[src/rtl/mod24_residue.sv]
module mod24_residue #(
  parameter int IN_W = 12,
  parameter bit PIPE = 1'b0
) (
  input  logic            clk,
  input  logic            rst_n,
  input  logic            in_valid,
  input  logic [IN_W-1:0] in_x,
  output logic            out_valid,
  output logic [4:0]      out_res
);
  localparam int UW = IN_W - 3;
  localparam int ND = (UW + 1) / 2;
  localparam int PW = 2 * ND;

  function automatic logic [1:0] fold3(input logic [1:0] d);
    return (d == 2'd3) ? 2'd0 : d;
  endfunction

  function automatic logic [1:0] add3(input logic [1:0] a, input logic [1:0] b);
    case ({a, b})
      4'b00_00, 4'b01_10, 4'b10_01: add3 = 2'd0;
      4'b00_01, 4'b01_00, 4'b10_10: add3 = 2'd1;
      default:                      add3 = 2'd2;
    endcase
  endfunction

  logic [PW-1:0] upper;
  logic [1:0]    node [1:2*ND-1];

  assign upper = PW'(in_x[IN_W-1:3]);

  for (genvar k = 0; k < ND; k++) begin : g_leaf
    assign node[ND+k] = fold3(upper[2*k +: 2]);
  end

  for (genvar i = 1; i < ND; i++) begin : g_tree
    assign node[i] = add3(node[2*i], node[2*i+1]);
  end

  logic       st_v;
  logic [4:0] st_res;

  if (PIPE) begin : g_pipe
    always_ff @(posedge clk or negedge rst_n) begin
      if (!rst_n) begin
        st_v   <= 1'b0;
        st_res <= '0;
      end else begin
        st_v <= in_valid;
        if (in_valid) st_res <= {node[1], in_x[2:0]};
      end
    end
  end else begin : g_comb
    assign st_v   = in_valid;
    assign st_res = {node[1], in_x[2:0]};
  end

  always_ff @(posedge clk or negedge rst_n) begin
    if (!rst_n) begin
      out_valid <= 1'b0;
      out_res   <= '0;
    end else begin
      out_valid <= st_v;
      if (st_v) out_res <= st_res;
    end
  end
endmodule


[config.mk]
export PLATFORM = sky130hd
export DESIGN_NAME = mod24_residue
export DESIGN_NICKNAME = d
export VERILOG_FILES = /design/src/rtl/mod24_residue.sv
export SDC_FILE = /design/constraint.sdc
export NUM_CORES = 1
export LEC_CHECK = 0
export BUFFER_PORTS_ARGS = -buffer_cell sky130_fd_sc_hd__buf_2
export CAP_MARGIN = 25
export CORE_AREA = 5 5 42 44
export CTS_CLUSTER_SIZE = 10
export DETAILED_ROUTE_END_ITERATION = 8
export DIE_AREA = 0 0 47 49
export PLACE_DENSITY = 0.67
export SLEW_MARGIN = 20
export SYNTH_ARGS = -nofsm -noshare
export SYNTH_HDL_FRONTEND = slang
export SYNTH_SLANG_ARGS = --single-unit
[constraint.sdc]
create_clock -name clk -period 2.22 [get_ports clk]
set_input_delay 0.333 -clock clk [delete_from_list [all_inputs] [get_ports clk]]
set_output_delay 0.333 -clock clk [all_outputs]
set_load 0.005 [all_outputs]
Yosys cells after proc, flatten, opt, wreduce, memory -nomap -nowiden
Cells that the tools add are included.
{"block": "totals", "register_bits": 6, "elab_cells": 44}
{"block": "op_classes", "n_eq_ne": 22, "mux": 8, "n_reduce_logical": 12}
{"op": "$eq A4 B3 Y1 const B", "count": 6}
{"op": "$eq A4 B4 Y1 const B", "count": 6}
{"op": "$reduce_or A3 Y1", "count": 6}
{"op": "$logic_not A4 Y1", "count": 4}
{"op": "$pmux W2 S2", "count": 4}
{"op": "$eq A4 B1 Y1 const B", "count": 3}
{"op": "$eq A2 B2 Y1 const B", "count": 4}
{"op": "$mux W2", "count": 4}
{"op": "$reduce_or A2 Y1", "count": 2}
{"op": "$eq A3 B1 Y1 const B", "count": 1}
{"op": "$eq A3 B2 Y1 const B", "count": 1}
{"op": "$eq A3 B3 Y1 const B", "count": 1}

Logic depth before layout (Yosys ltp)
{"block": "depth", "ltp_word": 11, "depth_mapped": 7, "depth_no_buf": 7}

Worst setup path after synthesis
OpenSTA, ideal clock, no wires.
{"block": "synth_timing", "kind": "input port to flip-flop", "from": "in in_x[5]", "to": "reg out_res[3]", "arrival_ns": 1.562, "required_ns": 2.080, "path_slack_ns": 0.518, "stages": 7, "path_cell_list": "inv_1 -> ha_1 -> a222oi_1 -> inv_1 -> and3_1 -> o21ai_0 -> a31oi_1"}
{"block": "synth_between", "elab_chain_len": 8}
{"item": "start, declared", "line": "8", "text": "input logic [IN_W-1:0] in_x,"}
{"item": "$eq A2 B2 Y1", "line": "17", "text": "return (d == 2'd3) ? 2'd0 : d;"}
{"item": "$mux W2 (*)", "line": "17"}
{"item": "$eq A4 B1 Y1 (tied with other cells)", "line": "21", "text": "case ({a, b})"}
{"item": "$reduce_or A3 Y1", "line": "21"}
{"item": "$pmux W2 S2 (*)", "line": "21"}
{"item": "$eq A4 B1 Y1 (tied with other cells)", "line": "21"}
{"item": "$reduce_or A3 Y1", "line": "21"}
{"item": "$pmux W2 S2 (*)", "line": "21"}
{"item": "end signal, assigned", "line": "65", "text": "if (st_v) out_res <= st_res;"}
{"item": "end, declared", "line": "10", "text": "output logic [4:0] out_res"}
Mark *: on every way between the ends. The rest lies on a longest branch, timed or not.
A chain may end at the register's enable or synchronous reset.

Final worst setup path
Same ends and word-level chain as after synthesis.

==> results.py <==
metrics = {
    "finish": {
        "area.sequential_um2": 150,
        "final_util_pct": 47.2,
        "fillCellCount": 157,
        "multi_input_combinational_cell_area_um2": 329,
        "fraction_of_final_layout_cells_sized_beyond_drive_strength_1_pct": 41.3,
        "post_layout_nonfiller_instances": 91,
        "finalNetCount": 98,
        "areaGrowthSynthToFinish_pct": 27.8,
        "antenna_cells": 0,
    },
    "die": {
        "floorplan.io_pins": 21,
        "initial_core_util_pct": 37.0,
        "chip_width_um": 47,
        "die_height_um": 49,
        "fp.coreArea_mm2": 0.00140,
        "core.rowCount": 14,
        "dieArea_mm2": 0.00230,
    },
    "grt": {
        "track_usage_pct": 9.60,
        "maximum_number_of_pins_on_one_net_before_global_route_repair": 10,
        "antenna_found_initial": 0,
        "vias_in_the_first_global_route": 466,
        "grt_first_pass_wirelength_um": 1650,
        "grt_remaining_overflow": 0,
    },
    "power": {
        "pwr-share-comb_pct": 33.3,
        "switchingPower_uw": 92.4,
        "irDropWorstVdd_uv": 151,
        "cellPowerDensity_mw_per_mm2": 503,
        "switching_share_pct": 27.7,
        "leakagePower_uw": 0.000344,
        "power.share.clock_pct": 28.1,
        "seq_power_share_pct": 38.6,
        "cellInternalPower_uw": 241,
    },
    "sta": {
        "fmaxAchievable_mhz": 599,
        "worst-slew-pin-transition_ns": 0.483,
        "setup_tns_ns": 0,
        "worst_clock_skew_ns": 0,
        "finalHoldViolCount": 0,
        "timing.slew.headroom_pct": 67.8,
        "report.final.slew_viol_count": 0,
        "final_period_minus_worst_setup_slack_ns": 1.67,
        "setup_violations": 0,
        "grt_setup_unrepaired": "no",
        "min_period_over_period_pct": 75.1,
    },
    "clock_network": {
        "post_cts_repair_resize_count": 0,
        "clkSinkCount": 6,
        "cts.path.max_buffers": 2,
        "cts_tree": "built",
        "root_buffer": "clkbuf_4",
        "clk_transition_reported_paths_ns": 0.04,
        "clkLatencyLatePin_ns": 0.23,
        "ctsHtreeMaxLevel": 1,
        "cts_setup_buffers": 0,
        "clock_buffer_count_from_cts": 3,
    },
    "place": {
        "placement.io_buffers": 20,
        "place_congestion": 0.647,
        "detailed_placement_wirelength_estimate_um": 885,
        "placed_cells": 87,
    },
    "synth": {
        "synth.lib_cells_used.distinct": 26,
        "async_reset_ff_share_pct": 100,
        "synth_ff_type": "dfrtp_1",
        "synth_enable_flop_cells": 0,
        "synth_sequential_area_ratio_pct": 29.0,
        "synth.most_common_cell": "inv_1",
        "total_number_of_yosys_warnings": 0,
        "post_synthesis_instance_area_um2": 518,
        "post-synth-top-area-fraction_pct": 29.0,
        "top_cells_by_area_in_the_synthesized_netlist": "dfrtp_1, ha_1, mux2_2",
        "synth.largest_area_cell": "dfrtp_1",
        "syn_nets": 74,
        "yosys_register_bits": 6,
        "synth.avg_cell_area_um2": 9.77,
        "synthCells": 53,
        "post_synth_most_frequent_cells": "inv_1, dfrtp_1, ha_1",
    },
    "route": {
        "drt_drc_violations_left": 0,
        "ant_nets": 0,
        "viasPerCell": 5.14,
        "1st_pass_router_iterations": 4,
        "detail_route.iter0.violations": 19,
        "vias": 468,
        "detail_route.wl_per_cell_um": 11.0,
        "detailed_route_wl_um": 1000,
    },
    "critical_path": {
        "worst-endpoint-arrival_ns": 1.83,
        "critPathCaptureType": "register",
        "worst-endpoint-required_ns": 2.38,
        "path_class": "input port to register",
        "setup.worst_path.start_class": "input port",
        "highest_net_fanout_along_the_worst_path": 3,
    },
    "run_status": {
        "run_status": "finished clean",
    },
    "run": {
        "cap_viol_max_count": 0,
    },
    "min_path": {
        "min_path_type": "input port to register",
    },
}
metal layers:
metal / up-vias / GRT usage, % / wire length, µm
li1: 243 / - / -
met1: 207 / 9.29 / 403
met2: 18 / 17.2 / 502
met3: 0 / 2.21 / 98
met4: 0 / 5.53 / 0
met5: - / 0 / 0
cells in the final DEF, fill, tap and decap left out, types with 2 or more instances in the layout:
cell / instances
ha_1: 6
dfrtp_1: 6
a211oi_2: 2
clkbuf_4: 3
mux2_2: 3
buf_2: 20
mux2i_1: 2
nor2_1: 2
and3_1: 2
inv_1: 8
nand2_1: 2
a222oi_1: 2
nor4b_1: 2
a21oi_1: 2
worst paths after layout:
path | start | endpoint | slack [ns] | depth (start not counted)
max in group asynchronous | rst_n | out_res[2] | 1.62 | 2
worst min register to register | out_res[0] | out_res[0] | 0.50 | 1
worst max-delay path | in_x[5] | out_res[3] | 0.55 | 7
min in group asynchronous | rst_n | out_res[0] | 0.46 | 2
worst min-delay path | in_valid | out_valid | 0.31 | 1
worst max register to register | out_res[1] | out_res[1] | 1.48 | 1
registers in the layout, indices dropped and copies added, names as in the netlist:
register,cells
out_res,5
out_valid,1
critical path, cell delays in order:
cell      delay [ns]
buf_2           0.09
inv_1           0.04
ha_1            0.29
a222oi_1        0.48
inv_1           0.12
or3_1           0.32
a31oi_1         0.16
per-stage QoR:
step | hold WS [ns] | worst slack, ns | power (µW) | instance area [µm²]
after floorplan | 0.0374 | 0.518 | 201 | 518
after global placement | 0.159 | 0.305 | 238 | 629
after detailed placement | 0.161 | 0.293 | 242 | 629
after CTS | 0.307 | 0.549 | 342 | 662
after global routing | 0.316 | 0.392 | 363 | 662
final | 0.314 | 0.552 | 333 | 662
layout make-up:
cell class                 count  share of cell area, %
multi-input combinational     37                   49.7
tap                           16                   3.02
sequential                     6                   22.7
inverter                       8                   4.54
clock buffer                   3                   3.40
timing repair buffer          21                   16.6
power groups by stage:
stage	clock (µW)	sequential, µW	combinational [µW]
after global placement	0	130	108
after detailed placement	0	130	111
after floorplan	0	133	67.9
final	93.8	129	111
after CTS	99.8	129	113
after global routing	106	130	127
repair_timing:
action	in CTS	in global routing
setup endpoints to repair	0	0
hold buffers	1	0
hold endpoints to repair	6	0
cells by family (layout without fill, tap and decap cells):
kind of cell    after synthesis  after routing  share of synthesized area [%]
flops                         6              6                           29.0
compound gates               12             12                           19.3
buf+inv                      10             32                           7.49
fa+ha+maj                     6              6                           14.5
simple gates                 13             13                           17.6
xor+xnor                      1              1                           1.69
mux                           5              5                           10.4
Power figures use the tool's default switching activity.
